## config.mk

```make
export PLATFORM = sky130hd
export DESIGN_NAME = cold_load_seq
export DESIGN_NICKNAME = d
export VERILOG_FILES = /design/src/rtl/cold_load_pkg.sv /design/src/rtl/clp_brk_src.sv /design/src/rtl/clp_tick_cnt.sv /design/src/rtl/clp_fsm.sv /design/src/rtl/cold_load_seq.sv
export SDC_FILE = /design/constraint.sdc
export NUM_CORES = 1
export LEC_CHECK = 0
export BUFFER_PORTS_ARGS = -buffer_cell sky130_fd_sc_hd__buf_2
export CORE_ASPECT_RATIO = 0.7
export CORE_UTILIZATION = 45
export CTS_BUF_LIST = sky130_fd_sc_hd__clkbuf_4 sky130_fd_sc_hd__clkbuf_8 sky130_fd_sc_hd__clkbuf_16
export DETAILED_ROUTE_END_ITERATION = 8
export PLACE_DENSITY = 0.71
export SLEW_MARGIN = 25
export SYNTH_ARGS = -nofsm -noshare
export SYNTH_HDL_FRONTEND = slang
export SYNTH_SLANG_ARGS = --single-unit
```

## constraint.sdc

```tcl
create_clock -name clk -period 3.9 [get_ports clk]
set_input_delay 0.39 -clock clk [delete_from_list [all_inputs] [get_ports clk]]
set_output_delay 0.39 -clock clk [all_outputs]
set_load 0.02 [all_outputs]
```

## src/rtl/cold_load_pkg.sv

```systemverilog
package cold_load_pkg;
  localparam int unsigned CLP_CNT_W = 22;

  typedef enum logic [1:0] {
    ST_IDLE  = 2'd0,
    ST_OPEN  = 2'd1,
    ST_ARMED = 2'd2,
    ST_RUN   = 2'd3
  } clp_state_e;
endpackage

```

## src/rtl/clp_brk_src.sv

```systemverilog
module clp_brk_src (
  input  logic mode_aux,
  input  logic load_present,
  input  logic brk_nc_aux,
  output logic brk_open
);
  // source select; the unselected input has no effect
  always_comb begin
    if (mode_aux) brk_open = brk_nc_aux;
    else          brk_open = ~load_present;
  end
endmodule

```

## src/rtl/clp_tick_cnt.sv

```systemverilog
module clp_tick_cnt #(
  parameter int unsigned CNT_W = 22
) (
  input  logic             clk,
  input  logic             rst,
  input  logic             clr,
  input  logic             inc,
  output logic [CNT_W-1:0] cnt
);
  localparam logic [CNT_W-1:0] CNT_MAX = {CNT_W{1'b1}};

  // Saturating millisecond counter; clear wins over increment
  always_ff @(posedge clk) begin
    if (rst || clr)               cnt <= '0;
    else if (inc && cnt != CNT_MAX) cnt <= cnt + 1'b1;
  end
endmodule

```

## src/rtl/clp_fsm.sv

```systemverilog
module clp_fsm
  import cold_load_pkg::*;
#(
  parameter int unsigned CNT_W = 22
) (
  input  logic             clk,
  input  logic             rst,
  input  logic             enable,
  input  logic             block,
  input  logic             brk_open,
  input  logic             init_req,
  input  logic             fast_req,
  input  logic             tick_ms,
  input  logic [CNT_W-1:0] cnt,
  input  logic [CNT_W-1:0] cold_preset,
  input  logic [CNT_W-1:0] reset_preset,
  input  logic [CNT_W-1:0] short_preset,
  output clp_state_e       state,
  output logic             cnt_inc,
  output logic             cnt_clr,
  output logic             flag
);
  clp_state_e       nxt;
  logic             fast_q;
  logic             use_short;
  logic [CNT_W-1:0] hold_limit;
  logic             timing;

  assign flag       = (state == ST_ARMED) || (state == ST_RUN);
  assign timing     = (state == ST_OPEN) || (state == ST_RUN);
  assign use_short  = fast_q || (fast_req && flag);
  assign hold_limit = use_short ? short_preset : reset_preset;

  always_comb begin
    nxt = state;
    if (!enable || block) begin
      nxt = ST_IDLE;
    end else begin
      unique case (state)
        ST_IDLE: begin
          if (init_req)      nxt = ST_ARMED;
          else if (brk_open) nxt = ST_OPEN;
        end
        ST_OPEN: begin
          if (init_req)                            nxt = ST_ARMED;
          else if (!brk_open)                      nxt = ST_IDLE;
          else if (tick_ms && cnt >= cold_preset)  nxt = ST_ARMED;
        end
        ST_ARMED: begin
          if (!brk_open) nxt = ST_RUN;
        end
        ST_RUN: begin
          if (brk_open)                nxt = ST_OPEN;
          else if (cnt >= hold_limit)  nxt = ST_IDLE;
        end
        default: nxt = ST_IDLE;
      endcase
    end
  end

  assign cnt_inc = tick_ms && timing;
  assign cnt_clr = (nxt != state) || !timing;

  always_ff @(posedge clk) begin
    if (rst) begin
      state  <= ST_IDLE;
      fast_q <= 1'b0;
    end else begin
      state <= nxt;
      if (nxt != ST_ARMED && nxt != ST_RUN) fast_q <= 1'b0;
      else if (fast_req && flag)            fast_q <= 1'b1;
    end
  end
endmodule

```

## src/rtl/cold_load_seq.sv

```systemverilog
module cold_load_seq
  import cold_load_pkg::*;
#(
  parameter int unsigned CNT_W = CLP_CNT_W
) (
  input  logic             clk,
  input  logic             rst,
  input  logic             tick_ms,
  input  logic             load_present,
  input  logic             brk_nc_aux,
  input  logic             mode_aux,
  input  logic             enable,
  input  logic             block,
  input  logic             init_ext,
  input  logic             fast_rst_req,
  input  logic [CNT_W-1:0] cold_preset,
  input  logic [CNT_W-1:0] reset_preset,
  input  logic [CNT_W-1:0] short_preset,
  output logic             active,
  output logic [1:0]       dbg_state
);
  logic             brk_open;
  logic             cnt_inc;
  logic             cnt_clr;
  logic [CNT_W-1:0] cnt;
  clp_state_e       state;

  clp_brk_src u_src (
    .mode_aux     (mode_aux),
    .load_present (load_present),
    .brk_nc_aux   (brk_nc_aux),
    .brk_open     (brk_open)
  );

  clp_tick_cnt #(.CNT_W(CNT_W)) u_cnt (
    .clk (clk),
    .rst (rst),
    .clr (cnt_clr),
    .inc (cnt_inc),
    .cnt (cnt)
  );

  clp_fsm #(.CNT_W(CNT_W)) u_fsm (
    .clk          (clk),
    .rst          (rst),
    .enable       (enable),
    .block        (block),
    .brk_open     (brk_open),
    .init_req     (init_ext),
    .fast_req     (fast_rst_req),
    .tick_ms      (tick_ms),
    .cnt          (cnt),
    .cold_preset  (cold_preset),
    .reset_preset (reset_preset),
    .short_preset (short_preset),
    .state        (state),
    .cnt_inc      (cnt_inc),
    .cnt_clr      (cnt_clr),
    .flag         (active)
  );

  assign dbg_state = state;
endmodule

```

After elaboration in Yosys (flattened, before gate mapping)
Cells that the tools add are included.

word-level totals
  output and inout bits = 3
  register bits after elaboration = 25
  word-level logic and storage cells = 41
  input bits = 76

cells by class
  bitwise operators = 1
  equality and inequality tests = 7
  $add $sub $neg = 1
  multiplexer cells = 12
  reduce and logical (&&, ||, !) cells = 15
  order comparisons = 2

operator list
  kind                     count
  $ge A22 B22 Y1           2
  $add A22 B1 Y22 const B  1
  $mux W22                 1
  $ne A22 B22 Y1 const B   1
  $mux W2                  9
  $pmux W2 S4              1
  $logic_or A1 B1 Y1       6
  $logic_and A1 B1 Y1      5
  $eq A2 B2 Y1 const B     2
  $ne A2 B2 Y1 const B     2
  $eq A2 B1 Y1 const B     1
  $logic_not A1 Y1         2
  $logic_not A2 Y1         1
  $ne A2 B2 Y1             1
  $reduce_or A2 Y1         1
  $mux W1                  1
  $not A1 Y1               1

Longest topological paths before layout
Gate-level depths: netlist of the first run.

  depth after elaboration = 13
  gate-level depth with buffers = 12
  gate-level depth less buffers = 10

Modules after synthesis
Synthesis of the first run repeated with hierarchy kept, for this count alone.

unflattened totals
  cells, all modules = 319
  area, all modules = 2645.0 µm²

by module, submodules not included
  module        instances  sequential area each (µm²)  area an instance (µm²)  cells an instance
  clp_fsm       1          60.1                        1503.9                  188
  clp_tick_cnt  1          440.4                       1132.3                  129
  clp_brk_src   1          0.0                         8.8                     2

Worst setup path before layout of the first run
Ideal clock, no wire load.

  path kind = register to register
  from = register u_fsm.state[1]
  to = register u_cnt.cnt[20]
  data arrival time = 3.373 ns
  data required time = 3.827 ns
  cell stages (with the launch flop) = 13
  path slack = 0.454 ns
  setup time = 0.073 ns
  cell sequence = dfxtp_1 > a21oi_1 > clkbuf_1 > mux2i_1 > ha_1 > a211o_1 > o221a_1 > o31ai_1 > o2111ai_1 > o41ai_2 > nand2_1 > buf_6 > nor3_4

on the way
  word-level cells in the longest chain between the ends = 13
  elaborated cells between the ends (all ways) = 26
  classes of those cells = order compare: 1; eq/ne: 4; mux: 11; reduce/logical: 10

RTL lines
  item                                    RTL line                                     text
  start, declared                         clp_fsm.sv:18                                output clp_state_e state,
  start signal, assigned                  clp_fsm.sv:69                                state <= nxt;
  $eq A2 B2 Y1, on equally long branches  clp_fsm.sv:29, clp_fsm.sv:39, clp_fsm.sv:30
  $logic_or A1 B1 Y1                      clp_fsm.sv:29                                assign flag = (state == ST_ARMED) || (state == ST_RUN);
  $logic_and A1 B1 Y1                     clp_fsm.sv:31                                assign use_short = fast_q || (fast_req && flag);
  $logic_or A1 B1 Y1                      clp_fsm.sv:31
  $mux W22                                clp_fsm.sv:32                                assign hold_limit = use_short ? short_preset : reset_preset;
  $ge A22 B22 Y1                          clp_fsm.sv:54                                else if (cnt >= hold_limit) nxt = ST_IDLE;
  $mux W2                                 clp_fsm.sv:54
  $mux W2                                 clp_fsm.sv:53                                if (brk_open) nxt = ST_OPEN;
  $pmux W2 S4                             clp_fsm.sv:39                                unique case (state)
  $mux W2                                 clp_fsm.sv:36                                if (!enable || block) begin
  $ne A2 B2 Y1                            clp_fsm.sv:62                                assign cnt_clr = (nxt != state) || !timing;
  $logic_or A1 B1 Y1                      clp_fsm.sv:62
  $logic_or A1 B1 Y1                      clp_tick_cnt.sv:14                           if (rst || clr) cnt <= '0;
  end signal, assigned                    clp_tick_cnt.sv:15                           else if (inc && cnt != CNT_MAX) cnt <= cnt + 1'b1;
  end, declared                           clp_tick_cnt.sv:8                            output logic [CNT_W-1:0] cnt

Parallel ways exist; a longest one is shown, timed or not.
A chain may end at the register's enable or synchronous reset.

Final worst setup path of the first run
  from = register u_fsm.state[1]
  to = register u_cnt.cnt[8]

Same word-level chain as after synthesis.

==> flow_summary.yaml, run 1 <==
status:
  status: "complete, no violations"
clock_network:
  cts.path.max_buffers: 2
  ctsResizeCount: 0
  h-tree-depth: 1
  numClockSinks: 25
  clk_pin_slew_ns: 0.10
  clock_latency_ns: 0.28
  numCtsBuffers: 3
  cts_setup_buffers: 0
  root_buffer: "clkbuf_8"
  cts_tree: "yes"
  postCtsHoldBufs: 0
yosys:
  ys_seq_area_share_pct: 18.9
  ys_types: 48
  ys.flop_type: "dfxtp_1"
  synth_area_leaders: "ha_1, dfxtp_1, mux2i_1"
  synth_area_leader_cell: "ha_1"
  syn_area_um2: 2650
  synth_warnings: 0
  synthDominantCellAreaShare_pct: 21.3
  synth_edf_count: 0
  syn_avg_cell_area_um2: 8.62
  ys_async_sr_fraction_pct: 0
  synthCells: 307
  synth-seq-cells: 25
  synth_nets: 428
detailed_routing:
  drc: 0
  drt-initial-drc-count: 91
  dr_total_vias: 2459
  detail_route.wl_per_cell_um: 13.8
  dr.pass1.iters: 4
  highest_layer: "met4"
  ant_nets: 0
  routed_wirelength_um: 6320
  met2_length_um: 2660
  met1Wirelength_um: 3100
  wl_met3_um: 525
  avgViaCountPerCell: 5.36
sta:
  final.period_utilization_pct: 91.0
  grt_setup_unrepaired: "no"
  fin_crit_ns: 3.55
  final.setup.tns_ns: 0
  timing.fmax_mhz: 282
  fin_skew_ns: 0.00561
  final-setup-viol-count: 0
  slew_headroom_pct: 41.8
  worstMarginPinSlew_ns: 0.850
  final-hold-violation-count: 0
  slew_violations: 0
final_layout:
  multiInputGateArea_um2: 1980
  nNetsFinal: 509
  syn_to_final_growth_pct: 20.0
  layout_common_cells: "buf_2, ha_1, inv_1"
  ff_latch_area_um2: 500
  diodes: 0
  fill_cells: 513
  final_common_cell: "buf_2"
  drive_gt1_share_pct: 31.3
pwr:
  vdd_drop_max_mv: 0.158
  power.density_nw_per_um2: 167
  total_power_uw: 531
  total_leakage_power_uw: 0.00157
place:
  gp_congestion: 0.820
  hpwl_um: 5170
  io_buffers: 78
die:
  ioPinCount: 79
  start_util_pct: 48.6
  fp.dieH_um: 66.2
  num_rows: 22
  core_um2: 5450
  die_area_um2: 6200
  die-width_um: 93.7
global_route:
  grt_usage_pct: 21.5
  grt_pass1_wl_um: 10300
  grt_antenna_before_repair: 0
  grt_start_max_net_pins: 23
  gr-total-overflow: 0
  grt_pass1_vias: 2214
run:
  drv_cap: 0
setup_path:
  r2r_slack_ns: 0.35
  crit_path_end_kind: "register"
  regToRegStartpoint: "u_fsm.state[1]"
  reg2reg_to: "u_cnt.cnt[8]"
  crit_type: "register to register"
  critPathRequiredTime_ns: 4.07
  r2r_cells: 12
  start_kind: "register"
  critPathArrivalTime_ns: 3.71
  worst-path-max-fanout: 15
hold_path:
  hold_class: "primary input to register"
  hold_start: "rst"
  worstHoldPathCells: 3
  whs_endpoint: "u_fsm.state[1]"
## cell usage after synthesis, drive strengths merged (2+ instances only)
master	n
clkbuf	4
inv	32
buf	4
or2	2
ha	45
mux2i	23
o21ai	7
a21o	3
and4	4
mux2	2
xor2	2
or3	2
dfxtp	25
xnor2	18
nand4	10
a21oi	13
and3	4
nand2b	3
nor4	5
nor3	28
nor2	22
a211oi	5
nand3	10
nand2	16
## worst max-delay path by stage
stage | start | end
6_report | u_fsm.state[1] | u_cnt.cnt[8]
5_1_grt | u_fsm.state[1] | u_cnt.cnt[7]
4_1_cts | u_fsm.state[1] | u_cnt.cnt[8]
3_5_place_dp | fast_rst_req | u_cnt.cnt[8]
3_3_place_gp | fast_rst_req | u_cnt.cnt[7]
2_1_floorplan | u_fsm.state[1] | u_cnt.cnt[20]
## layout make-up
class / count / share of cell area, %
inverter: 32 / 3.78
sequential: 25 / 15.8
clock buffer: 3 / 1.30
tap: 72 / 2.84
clock inverter: 1 / 0.236
multi-input combinational: 242 / 62.4
timing repair buffer: 84 / 13.7
## power breakdown
| group | leakage, uW | internal (uW) | switching (uW) |
|---|---|---|---|
| registers | 0.000201 | 256 | 1.25 |
| logic | 0.00135 | 54.4 | 53.1 |
| clock network | 0.0000217 | 72.8 | 93.8 |
| total | 0.00157 | 383 | 148 |
## stage by stage
step / util, % / setup WS (ns) / instances / hold slack, ns / area (um^2)
after floorplan: - / 0.454 / 307 / 0.566 / 2650
after global placement: 57.4 / 0.375 / 455 / 0.605 / 3130
after detailed placement: 57.4 / 0.338 / 455 / 0.622 / 3130
after CTS: 58.3 / 0.358 / 459 / 0.437 / 3180
after global routing: 58.3 / 0.128 / 459 / 0.451 / 3180
final: 58.3 / 0.353 / 459 / 0.433 / 3180
## kinds of logic after synthesis
group / after synthesis / share of synthesized area, %
and+or+nand+nor: 110 / 25.7
muxes: 25 / 9.55
AOI/OAI and AO/OA: 42 / 11.1
adders and majority gates: 45 / 21.3
DFF: 25 / 18.9
buffers and inverters: 40 / 6.81
xor gates and xnor gates: 20 / 6.62
## worst max-delay path, cell delays in order (launching register included)
cell and delay (ns):
dfxtp_1 0.40, a21oi_2 0.43, buf_4 0.36, mux2i_1 0.14
ha_1 0.30, nand4_1 0.14, nor3_2 0.41, o31ai_1 0.20
o2111ai_1 0.15, a41oi_1 0.14, a221oi_4 0.34, buf_4 0.31
nor3_1 0.09
## routing by layer
metal / track usage (%) / vias up
li1: - / 1271
met1: 31.5 / 1107
met2: 32.4 / 77
met3: 3.91 / 4
met4: 5.00 / 0
met5: 0 / -
## flip-flops by register name, indices dropped and copies added (netlist names)
register,count
u_fsm.state,2
u_fsm.fast_q,1
u_cnt.cnt,22
No activity file was read; power rests on OpenSTA's default activity.
==> run 2, diff against run 1 <==
- clock period: 3.9 -> 3.95 ns (I/O delays scaled with it)
==> flow_summary.yaml, run 2 (same netlist as run 1, synthesis figures left out) <==
sta:
  grt_setup_unrepaired: "no"
  final-setup-viol-count: 0
  worstMarginPinSlew_ns: 0.494
  fin_crit_ns: 3.33
  final.setup.tns_ns: 0
  fin_skew_ns: 0.00236
  final-hold-violation-count: 0
  timing.fmax_mhz: 300
  final.period_utilization_pct: 84.3
  slew_violations: 0
  slew_headroom_pct: 66.8
final_layout:
  nNetsFinal: 508
  final_common_cell: "buf_2"
  syn_to_final_growth_pct: 20.2
  largest_reg_flops: 22
  stdcell_area_um2: 3180
  layout_common_cells: "buf_2, ha_1, inv_1"
  diodes: 0
  reg_top3: "u_cnt.cnt: 22 flops, u_fsm.state: 2 flops, u_fsm.fast_q: 1 flops"
  top_register: "u_cnt.cnt"
  drive_gt1_share_pct: 31.1
detailed_routing:
  highest_layer: "met4"
  ant_nets: 0
  avgViaCountPerCell: 5.38
  routed_wirelength_um: 6370
  drc: 0
  dr_total_vias: 2463
  wl_met3_um: 499
  detail_route.wl_per_cell_um: 13.9
  met2_length_um: 2730
  met1Wirelength_um: 3100
  drt-initial-drc-count: 108
  dr.pass1.iters: 4
global_route:
  grt_usage_pct: 21.8
  gr-total-overflow: 0
  grt_pass1_wl_um: 10600
  grt_start_max_net_pins: 23
  grt_antenna_before_repair: 0
  grt_pass1_vias: 2334
die:
  die_area_um2: 6200
  die-width_um: 93.7
  core_um2: 5450
  num_rows: 22
  fp.dieH_um: 66.2
  ioPinCount: 79
  start_util_pct: 48.6
place:
  post_dp_cell_area_um2: 3130
  hpwl_um: 5300
  io_buffers: 78
  gp_congestion: 0.848
setup_path:
  crit_type: "register to register"
  crit_path_end_kind: "register"
  start_kind: "register"
  critPathRequiredTime_ns: 4.15
  worst-path-max-fanout: 22
  critPathArrivalTime_ns: 3.53
clock_network:
  numCtsBuffers: 3
  cts_tree: "yes"
  numClockSinks: 25
  h-tree-depth: 1
  clk_pin_slew_ns: 0.09
  postCtsHoldBufs: 0
  cts_setup_buffers: 0
  cts.path.max_buffers: 2
  ctsResizeCount: 0
  clock_latency_ns: 0.27
  root_buffer: "clkbuf_8"
run:
  drv_cap: 0
pwr:
  vdd_drop_max_mv: 0.126
  power.density_nw_per_um2: 164
  total_leakage_power_uw: 0.00157
status:
  status: "complete, no violations"
hold_path:
  hold_class: "primary input to register"
## run 2: cell types whose count changed in the layout (fill, tap and decap cells not counted), sizes merged
cell  change
buf       -1
## run 2: critical path, cell delays in order, from the launching register on
cell       delay, ns
dfxtp_1         0.40
a21oi_2         0.14
buf_4           0.22
mux2i_1         0.21
ha_1            0.27
a211o_1         0.30
o221a_1         0.21
o31ai_1         0.39
o2111ai_1       0.23
o41ai_2         0.34
nand2_1         0.14
buf_12          0.19
nor3_1          0.19
## run 2: worst paths after layout
check                                    start              to  slack [ns]  depth (start not counted)
worst max-delay path            u_fsm.state[1]    u_cnt.cnt[8]        0.62                         12
worst min-delay path                       rst  u_fsm.state[1]        0.44                          3
worst max register to register  u_fsm.state[1]    u_cnt.cnt[8]        0.62                         12
worst min register to register    u_cnt.cnt[0]    u_cnt.cnt[0]        0.62                          2
## run 2: routing by layer
| layer | vias up | track usage, % |
|---|---|---|
| li1 | 1268 | - |
| met1 | 1118 | 30.8 |
| met2 | 73 | 35.6 |
| met3 | 4 | 2.99 |
| met4 | 0 | 3.65 |
| met5 | - | 0 |
## run 2: area by class of cell
class                      instances  area [um^2]
multi-input combinational        242         1980
clock inverter                     1         7.51
sequential                        25          500
tap                               72         90.1
inverter                          32          120
timing repair buffer              83          440
clock buffer                       3         41.3
fill                             502         2270
## run 2: through the flow
stage	hold WS, ns	instances	utilization (%)	setup slack, ns	power, uW
6_report	0.439	458	58.4	0.619	521
5_1_grt	0.451	458	58.4	0.407	549
4_1_cts	0.433	458	58.4	0.640	523
3_5_place_dp	0.609	454	57.5	0.562	367
3_3_place_gp	0.599	454	57.5	0.668	363
2_1_floorplan	0.566	307	-	0.504	316
## run 2: where the power goes
group	switching (uW)	internal, uW
Combinational	52.6	54.6
Clock	88.2	71.6
Sequential	1.09	252
Total	142	379
